===== config.mk =====
export PLATFORM = sky130hd
export DESIGN_NAME = cmp_ratio_divider
export DESIGN_NICKNAME = d
export VERILOG_FILES = /design/src/rtl/rdiv_pkg.sv /design/src/rtl/rdiv_decode.sv /design/src/rtl/rdiv_counter.sv /design/src/rtl/cmp_ratio_divider.sv
export SDC_FILE = /design/constraint.sdc
export NUM_CORES = 1
export LEC_CHECK = 0
export ABC_CLOCK_PERIOD_IN_PS = 2350
export BUFFER_PORTS_ARGS = -buffer_cell sky130_fd_sc_hd__buf_2
export CORE_MARGIN = 5
export CORE_UTILIZATION = 54
export DETAILED_ROUTE_END_ITERATION = 7
export GPL_TIMING_DRIVEN = 0
export PLACE_DENSITY_LB_ADDON = 0.08
export SLEW_MARGIN = 20
export SYNTH_ARGS = -nofsm -noshare
export SYNTH_HDL_FRONTEND = slang
export SYNTH_SLANG_ARGS = --single-unit

===== constraint.sdc =====
create_clock -name clk -period 2.35 [get_ports clk]
set_clock_uncertainty 0.15 [all_clocks]
set_input_delay 0.3525 -clock clk [delete_from_list [all_inputs] [get_ports clk]]
set_output_delay 0.3525 -clock clk [all_outputs]
set_load 0.05 [all_outputs]

===== src/rtl/rdiv_pkg.sv =====
package rdiv_pkg;

    localparam int SEL_W     = 5;
    localparam int RATIO_MAX = 448;

    typedef struct packed {
        logic       ok;
        logic [8:0] ratio;
    } ratio_word_t;

    // Multiplier chosen by the upper two code bits.
    function automatic int base_mult(input logic [1:0] fam);
        case (fam)
            2'd0:    return 1;
            2'd1:    return 5;
            2'd2:    return 6;
            default: return 7;
        endcase
    endfunction

    function automatic logic code_ok(input logic [SEL_W-1:0] c);
        return !(c[4:3] != 2'd0 && c[2:0] == 3'd0);
    endfunction

    // Ratio for a code; 0 for forbidden codes.
    function automatic int code_ratio(input logic [SEL_W-1:0] c);
        int e;
        e = int'(c[2:0]);
        if (c[4:3] == 2'd0)
            return 2 << e;
        else if (e == 0)
            return 0;
        else
            return base_mult(c[4:3]) << (e - 1);
    endfunction

endpackage


===== src/rtl/rdiv_decode.sv =====
module rdiv_decode
    import rdiv_pkg::*;
#(
    parameter int CNT_W = 9
) (
    input  logic [SEL_W-1:0] code,
    output logic             ok,
    output logic [CNT_W-1:0] ratio
);

    always_comb begin
        ok    = code_ok(code);
        ratio = CNT_W'(code_ratio(code));
    end

endmodule


===== src/rtl/rdiv_counter.sv =====
module rdiv_counter #(
    parameter int CNT_W       = 9,
    parameter int RESET_RATIO = 2
) (
    input  logic             clk,
    input  logic             rst,
    input  logic             tick,
    input  logic [CNT_W-1:0] next_ratio,
    output logic             pulse
);

    localparam logic [CNT_W-1:0] RST_R = CNT_W'(RESET_RATIO);

    logic [CNT_W-1:0] cnt;
    logic [CNT_W-1:0] active;
    logic             terminal;

    assign terminal = (cnt == active - CNT_W'(1));

    always_ff @(posedge clk) begin
        if (rst) begin
            cnt    <= '0;
            active <= RST_R;
            pulse  <= 1'b0;
        end else begin
            pulse <= 1'b0;
            if (tick) begin
                if (terminal) begin
                    cnt    <= '0;
                    pulse  <= 1'b1;
                    active <= next_ratio;
                end else begin
                    cnt <= cnt + CNT_W'(1);
                end
            end
        end
    end

endmodule


===== src/rtl/cmp_ratio_divider.sv =====
module cmp_ratio_divider
    import rdiv_pkg::*;
#(
    parameter int              CNT_W      = $clog2(RATIO_MAX + 1),
    parameter logic [SEL_W-1:0] RESET_CODE = '0
) (
    input  logic             clk,
    input  logic             rst,
    input  logic             ref_tick,
    input  logic [SEL_W-1:0] ratio_sel,
    input  logic             test_en,
    output logic             cmp_pulse,
    output logic             sel_invalid,
    output logic             test_out
);

    localparam int RESET_RATIO = code_ratio(RESET_CODE);

    logic             dec_ok;
    logic [CNT_W-1:0] dec_ratio;
    logic [CNT_W-1:0] held_ratio;
    logic [CNT_W-1:0] next_ratio;

    rdiv_decode #(.CNT_W(CNT_W)) u_dec (
        .code  (ratio_sel),
        .ok    (dec_ok),
        .ratio (dec_ratio)
    );

    // Last valid ratio seen; forbidden codes leave it untouched.
    always_ff @(posedge clk) begin
        if (rst) begin
            held_ratio  <= CNT_W'(RESET_RATIO);
            sel_invalid <= 1'b0;
        end else begin
            sel_invalid <= !dec_ok;
            if (dec_ok)
                held_ratio <= dec_ratio;
        end
    end

    assign next_ratio = dec_ok ? dec_ratio : held_ratio;

    rdiv_counter #(.CNT_W(CNT_W), .RESET_RATIO(RESET_RATIO)) u_cnt (
        .clk        (clk),
        .rst        (rst),
        .tick       (ref_tick),
        .next_ratio (next_ratio),
        .pulse      (cmp_pulse)
    );

    assign test_out = test_en & cmp_pulse;

endmodule


# Word level (Yosys, flattened, before mapping)
# Cells that the tools add are included.
# W data, S select, Z words.
dict set report classes {
  div 0
  eq_ne 3
  magnitude_cmp 0
  n_mux 8
  n_reduce_logical 7
  bitwise 2
  shift 2
  n_mul 0
  add_sub_neg 3
}
# op n
set ops {}
lappend ops {{$mux W32} 2}
lappend ops {{$mux W9} 4}
lappend ops {{$shl A32 B32 Y9} 1}
lappend ops {{$add A9 B1 Y9 const B} 1}
lappend ops {{$eq A9 B9 Y1} 1}
lappend ops {{$shl A2 B3 Y9 const A} 1}
lappend ops {{$sub A9 B1 Y9 const B} 1}
lappend ops {{$logic_not A3 Y1} 2}
lappend ops {{$pmux W2 S2} 1}
lappend ops {{$sub A3 B1 Y4 const B} 1}
lappend ops {{$eq A2 B1 Y1 const B} 1}
lappend ops {{$eq A2 B2 Y1 const B} 1}
lappend ops {{$logic_not A2 Y1} 1}
lappend ops {{$reduce_and A2 Y1} 1}
lappend ops {{$reduce_bool A2 Y1} 1}
lappend ops {{$reduce_or A2 Y1} 1}
lappend ops {{$and A1 B1 Y1} 1}
lappend ops {{$logic_and A1 B1 Y1} 1}
lappend ops {{$mux W1} 1}
lappend ops {{$not A1 Y1} 1}
dict set report word_totals {
  ff_bits 29
  in_bits 9
  memories 0
  ramBits 0
  rom_bits 0
  latchBits 0
  elab_cells 30
  out_inout_bits 3
}

# Longest topological paths before layout
# Gate-level depths: netlist of the first run.
dict set report logic_depth {
  depth_word 8
  mapped_depth 10
}

# Hierarchy
# From an unflattened synthesis of the first run, not the netlist that was laid out.
dict set report unflattened {
  hier_cells 244
  area_unflattened_um2 2060.7
}
# module area_per_inst_um2 seq_area_each_um2 cells_each n_inst
set modules_own_cells {}
lappend modules_own_cells {rdiv_counter 1222.4 380.4 142 1}
lappend modules_own_cells {rdiv_decode 455.4 0.0 71 1}
lappend modules_own_cells {cmp_ratio_divider 382.9 200.2 31 1}

# Least setup slack after synthesis of the first run
# No wires, ideal clock.
dict set report synth_timing {
  path_type {input to register}
  start {in ratio_sel[0]}
  end {reg u_cnt.active[1]}
  slack_ns 0.099
  path_stages 8
  path_buffers 2
  t_arrival_ns 2.043
  setup_time_ns 0.059
  path_cell_list {clkbuf_1 -> inv_1 -> ha_1 -> clkbuf_1 -> inv_1 -> a21o_1 -> o311ai_0 -> mux2_4}
}
dict set report synth_via {
  elab_chain_cells 5
  word_cells_on_any_way 9
}
# element line_no
set synth_rtl {}
lappend synth_rtl {{start, declared} cmp_ratio_divider.sv:10} ;# input logic [SEL_W-1:0] ratio_sel,
lappend synth_rtl {{$sub A3 B1 Y4} rdiv_pkg.sv:34} ;# return base_mult(c[4:3]) << (e - 1);
lappend synth_rtl {{$shl A32 B32 Y9} rdiv_pkg.sv:34}
lappend synth_rtl {{$mux W9} rdiv_pkg.sv:31} ;# else if (e == 0)
lappend synth_rtl {{$mux W9} rdiv_pkg.sv:29} ;# if (c[4:3] == 2'd0)
lappend synth_rtl {{$mux W9 (*)} n/a}
lappend synth_rtl {{end signal, assigned} rdiv_counter.sv:31} ;# active <= next_ratio;
lappend synth_rtl {{end, declared} rdiv_counter.sv:15} ;# logic [CNT_W-1:0] active;
# Mark *: on every way between the ends. The rest lies on a longest branch, timed or not.
# A chain may end at the register's enable or synchronous reset.

# Worst setup path after layout of the first run
dict set report layout_timing {
  start {reg u_cnt.active[3]}
  end {reg u_cnt.active[1]}
}
dict set report layout_via {
  elab_chain_cells 3
}
# element line_no
set layout_rtl {}
lappend layout_rtl {{$sub A9 B1 Y9} rdiv_counter.sv:18} ;# assign terminal = (cnt == active - CNT_W'(1));
lappend layout_rtl {{$eq A9 B9 Y1} rdiv_counter.sv:18}
lappend layout_rtl {{$reduce_and A2 Y1 (no line)} n/a}
# No other way between the ends.

==> summary.md, run 1 <==
| Metric | Value |
|---|---|
| Status | completed |
| ANT nets after route | 0 |
| Fillers | 295 |
| Fin util | 63.0% |
| Pleak | 0.815 nW |
| Crit-path cells | or3_4, or2_0, a221oi_2, o21ba_4, nand3_4, mux2_4 |
| Post-DP HPWL | 3.23 mm |
| EDFF count, synth | 0 |
| Pin count of the biggest net entering global routing | 12 |
| Clock transition at path regs | 80 ps |
| Hold Vio Cnt, Final | 0 |
| Overall routing resource usage | 21.0% |
| Num rows | 21 |
| Core area | 3340 sq um |
| Synth unique cells | 47 |
| CP Launch Type | register |
| Syn Nets | 239 |
| Ant diodes | 0 |
| R2R setup slack | 60 ps |
| Setup violations, final | 0 |
| Worst-Margin Slew | 578 ps |
| CP delay by family, top | simple AND/OR/NAND/NOR gates |
| Worst path bufs/invs | 0 |
| IO buf count | 9 |
| Top cells by area, synth | dfxtp_1, mux2_4, ha_1 |
| Ys async rst share | 0% |
| Number of buffers created by CTS | 5 |
| HP Start | ratio_sel[0] |
| DRT Wirelength | 4.51 mm |
| CP max stage cell | or3_4 |
| Synth area leader | dfxtp_1 |
| Hold crit path type | input port to register |
| Worst Hold End | held_ratio[4]$_SDFF_PP0_ |
| Reg-to-Reg End | u_cnt.active[1]$_SDFFE_PP1P_ |
| Crit. Startpoint | u_cnt.active[3]$_SDFFE_PP0P_ |
| Pre-antenna DRT Iters | 4 |
| Yosys warns | 0 |
| Global route total overflow | 0 |
| Via count | 1,703 |
| H-tree Lvls | 2 |
| Initial Utilization | 56.0% |
| Crit end category | register |
| Ys flop type | dfxtp_1 |
| Max-slew violations | 0 |
| Clk sinks | 29 |
| Setup CP Type | register to register |
| Die ar. | 4740 sq um |
| DR vias/cell | 5.98 |
| First-pass GRT wire length | 7.36 mm |
| Mapped Cells | 223 |
| First DRT Iteration DRCs | 171 |
| CTS tree | done |
| Cell count of the worst reg-to-reg path | 6 |
| Worst r2r src | u_cnt.active[3]$_SDFFE_PP0P_ |
| Share of cells above drive strength 1 | 19.2% |
| Register bit total from synthesis | 29 |
| Max transition margin | 61.5% |
| Max Root-Sink Buffers | 2 |
| Synth Cell Area | 1870 sq um |
| Clock Latency Late Sink | 330 ps |
| Data arrival, critical path | 2370 ps |
| Max frequency | 436 MHz |
| Sequential area share after synthesis | 31.1% |
| Mean area per synthesized cell | 8.38 sq um |
| Final min period | 2290 ps |
| Max-cap violations | 0 |
| Die span in x | 68.8 microns |
| I/O pin cnt | 12 |
| Worst vdd rail ir drop | 0.000344 V |
| Clk root buf | clkbuf_4 |
| Final Cycle Share | 97.7% |
| Setup TNS | 0 ps |
| Die Y | 68.8 microns |
| Vias in the first global route | 1,592 |
| Final #Nets | 255 |
| RSZ-0062 raised after global routing | false |
| WL/cell | 15.8 microns |
| # DRC | 0 |
| Req. time, crit path | 2420 ps |
| Initial antenna violation count | 0 |
| CP Max Fanout | 6 |
| Top-area cell type share of the netlist area | 31.1% |
| Hold Path Cell Cnt | 3 |
| Final GP Congestion | 1.01 |
| Pwr/cell area | 543 nW/um^2 |
| Max incr delay on CP | 430 ps |
| P&R area growth vs syn | 12.5% |
==> worst max path at each step <==
| stage | to | cells after the start |
|---|---|---|
| after floorplan | u_cnt.active[1]$_SDFFE_PP1P_ | 8 |
| after global placement | u_cnt.active[1]$_SDFFE_PP1P_ | 9 |
| after detailed placement | u_cnt.active[1]$_SDFFE_PP1P_ | 9 |
| after CTS | u_cnt.active[1]$_SDFFE_PP1P_ | 8 |
| after global routing | u_cnt.active[1]$_SDFFE_PP1P_ | 6 |
| final | u_cnt.active[1]$_SDFFE_PP1P_ | 6 |
==> kinds of logic (layout without fill, tap and decap cells) <==
family / count (synthesis) / in the layout / share of synthesized area (%)
XOR/XNOR: 16 / 16 / 7.50
AO/OA/AOI/OAI: 49 / 49 / 19.1
buffers and inverters: 20 / 35 / 4.02
multiplexers: 8 / 8 / 6.43
flip-flops: 29 / 29 / 31.1
AND/OR/NAND/NOR: 94 / 95 / 27.2
adder cells (fa/ha/maj): 7 / 7 / 4.69
==> metrics by stage <==
stage / setup slack (ps) / power [mW] / hold slack, ps / instance area (sq um) / cells
floorplan: 98.6 / 0.746 / 285 / 1870 / 223
global placement: -415 / 0.800 / 301 / 1970 / 278
detailed placement: -482 / 0.805 / 305 / 1970 / 278
CTS: 43.9 / 1.13 / 241 / 2060 / 286
global route: 4.15 / 1.20 / 268 / 2100 / 285
finish: 55.1 / 1.14 / 248 / 2100 / 285
==> cells in the mapped netlist, drive strengths merged, types with 2 or more instances <==
library cell  instances
and2                  2
inv                  10
ha                    7
o41ai                 2
mux2                  8
nor2b                11
a211oi                2
a21oi                12
o21ai                 6
nand4                 3
o2111ai               2
a221oi                2
a31oi                 5
nor4                  4
or2                   4
a211o                 2
nand3                 7
dfxtp                29
or3                   2
a21o                  4
nand2                19
o311ai                2
nor2                 19
nand2b                4
nor3                 17
o211ai                3
xor2                  7
xnor2                 9
clkbuf                9
==> cell usage in the layout, fill, tap and decap left out, types with 5 or more instances in the layout <==
master and instances:
a21oi_1 12, buf_2 9, clkbuf_1 8, clkbuf_4 5
dfxtp_1 27, ha_1 6, inv_1 10, mux2_4 8
nand2_1 19, nand3_1 5, nor2_1 19, nor2b_1 10
nor3_1 15, o21ai_0 6, xnor2_1 9, xor2_1 7
==> layer usage <==
| metal | vias up | wire, microns | GRT usage (%) |
|---|---|---|---|
| met3 | 12 | 244 | 4.86 |
| met5 | - | 0 | 0 |
| met4 | 0 | 96 | 9.73 |
| met2 | 49 | 2000 | 31.2 |
| li1 | 825 | - | - |
| met1 | 817 | 2170 | 28.6 |
==> tightest hold or removal path: stages <==
cell and delay, ps:
buf_2 170, nand2_1 70, a31oi_1 90
==> timing repair <==
| item | 4_1_cts | 5_1_grt |
|---|---|---|
| hold endpoints to repair | 0 | 0 |
| setup endpoints to repair | 16 | 19 |
| setup buffers | 1 | 0 |
| gates cloned | 1 | 0 |
| gates resized for setup | 5 | 10 |
| pin swaps | 0 | 2 |
| hold buffers | 0 | 0 |
==> area by class of cell <==
cell class / count / area, sq um / share of cell area, %
clock buffers: 7 / 55.1 / 2.62
repair buffers: 10 / 52.6 / 2.50
multi-input cells: 175 / 1280 / 61.2
plain buffers: 8 / 30.0 / 1.43
well taps: 46 / 57.6 / 2.74
inverters: 10 / 37.5 / 1.79
flip-flops and latches: 29 / 583 / 27.8
==> state kept, by name (all words and copies together), names as in the netlist <==
register and flops:
held_ratio 9, u_cnt.pulse 1, u_cnt.cnt 9, sel_invalid 1, u_cnt.active 9
==> where the power goes <==
group	total [mW]	switching (mW)	internal, mW
sequential	0.531	0.0180	0.513
combinational	0.300	0.182	0.119
clock	0.309	0.168	0.141
total	1.14	0.368	0.773
Power figures use the tool's default switching activity.
==> run 2: changes to the inputs <==
--- a/config.mk
+++ b/config.mk
@@ -10,8 +10,11 @@
 export CORE_MARGIN = 5
 export CORE_UTILIZATION = 54
 export DETAILED_ROUTE_END_ITERATION = 7
+export GPL_ROUTABILITY_DRIVEN = 0
 export GPL_TIMING_DRIVEN = 0
+export MAX_ROUTING_LAYER = met4
 export PLACE_DENSITY_LB_ADDON = 0.08
+export REMOVE_ABC_BUFFERS = 1
 export SLEW_MARGIN = 20
 export SYNTH_ARGS = -nofsm -noshare
 export SYNTH_HDL_FRONTEND = slang
==> summary.md, run 2 (synthesis gave the netlist of run 1 again) <==
| Metric | Value |
|---|---|
| Status | completed |
| Die Y | 68.8 microns |
| Hold Vio Cnt, Final | 0 |
| Post-DP Area | 1940 sq um |
| Final min period | 2270 ps |
| Finished Layout Cells | 280 |
| I/O pin cnt | 12 |
| P&R area growth vs syn | 15.1% |
| Setup TNS | 0 ps |
| Req. time, crit path | 2420 ps |
| IO buf count | 11 |
| Data arrival, critical path | 2340 ps |
| Setup CP Type | register to register |
| Final Cycle Share | 96.6% |
| Clk root buf | clkbuf_4 |
| Placed cells | 270 |
| RSZ-0062 raised after global routing | true |
| Num rows | 21 |
| H-tree Lvls | 2 |
| Pleak | 0.833 nW |
| Setup violations, final | 0 |
| Die ar. | 4740 sq um |
| Worst r2r src | u_cnt.active[3]$_SDFFE_PP0P_ |
| Via count | 1,627 |
| Clock transition at path regs | 100 ps |
| Hold-fix buffers, CTS | 0 |
| FF/Latch Area | 593 sq um |
| Worst vdd rail ir drop | 0.000495 V |
| Fin util | 64.5% |
| Largest regs | held_ratio: 9 flops, u_cnt.active: 9 flops, u_cnt.cnt: 9 flops |
| Worst-Margin Slew | 814 ps |
| Setup WS post-layout | 78.9 ps |
| DRT Wirelength | 4.27 mm |
| Ant diodes | 0 |
| Fillers | 302 |
| Number of buffers created by CTS | 5 |
| Global route total overflow | 0 |
| Overall routing resource usage | 21.0% |
| Share of cells above drive strength 1 | 23.9% |
| Pin count of the biggest net entering global routing | 29 |
| Finished Cell Area | 2150 sq um |
| Pwr/cell area | 588 nW/um^2 |
| HP Start | ratio_sel[0] |
| Final #Nets | 249 |
| Clk sinks | 29 |
| CP Max Fanout | 6 |
| CTS tree | done |
| DR vias/cell | 5.81 |
| First-pass GRT wire length | 7.18 mm |
| ANT nets after route | 0 |
| Pre-antenna DRT Iters | 4 |
| Most common cell after layout, fill and taps aside | dfxtp_1 |
| Multi-input logic area | 1310 sq um |
| CP Launch Type | register |
| Commonest cells after routing, fill and taps aside | dfxtp_1, nor2_1, nand2_1 |
| Max transition margin | 45.6% |
| Initial Utilization | 56.0% |
| Hold crit path type | input port to register |
| Max frequency | 440 MHz |
| Crit end category | register |
| Clock Latency Late Sink | 320 ps |
| First DRT Iteration DRCs | 176 |
| Max-cap violations | 0 |
| Pre-CTS setup slack | -159 ps |
| Core area | 3340 sq um |
| Vias in the first global route | 1,533 |
| Initial antenna violation count | 0 |
| # DRC | 0 |
| WL/cell | 15.2 microns |
| Crit. Startpoint | u_cnt.active[3]$_SDFFE_PP0P_ |
| Max-slew violations | 0 |
| Post-DP HPWL | 2.98 mm |
| Max Root-Sink Buffers | 2 |
| Die span in x | 68.8 microns |
[run 2: path summary, 6_finish.rpt]
path	to	slack, ps	cells after the start
hold / removal	held_ratio[4]$_SDFF_PP0_	250	3
hold reg to reg	held_ratio[0]$_SDFF_PP0_	320	2
setup reg to reg	u_cnt.active[2]$_SDFFE_PP0P_	80	6
setup / recovery	u_cnt.active[2]$_SDFFE_PP0P_	80	6
[run 2: where the power goes]
part / internal [mW] / switching (mW)
registers: 0.511 / 0.0193
logic: 0.122 / 0.179
clock network: 0.253 / 0.181
[run 2: cell type report]
cell class,instances,share of cell area [%]
Tap cell,46,2.68
Clock buffer,6,2.39
Inverter,10,1.75
Timing Repair Buffer,12,2.91
Sequential cell,29,27.6
Multi-Input combinational cell,175,61.0
Clock inverter,2,1.75
[run 2: critical path, stage by stage, from the launching register on]
cell      delay, ps
dfxtp_4         380
or3_4           430
or2_1           230
a221oi_2        270
o21ba_4         230
nand3_4         160
mux2_4          310
[run 2: metal layers]
layer | vias to the layer above | wire length [microns] | part of all wire [%] | track usage (%)
met1 | 771 | 1970 | 46 | 27.5
met3 | 8 | 206 | 4.8 | 5.02
met2 | 33 | 2000 | 47 | 32.5
li1 | 815 | - | - | -
met4 | 0 | 83 | 1.9 | 5.35
met5 | - | 0 | 0 | -
[run 2: what timing repair did]
item / 4_1_cts / 5_1_grt
cloned: 1 / 0
setup buffers: 0 / 1
endpoints found under the setup margin: 15 / 17
gates resized for setup: 8 / 17
pin swaps: 1 / 5
[run 2: per-stage QoR]
step	hold WS (ps)	total power, mW
CTS	235	1.25
global route	246	1.33
global placement	302	0.794
floorplan	272	0.734
detailed placement	305	0.803
finish	249	1.27
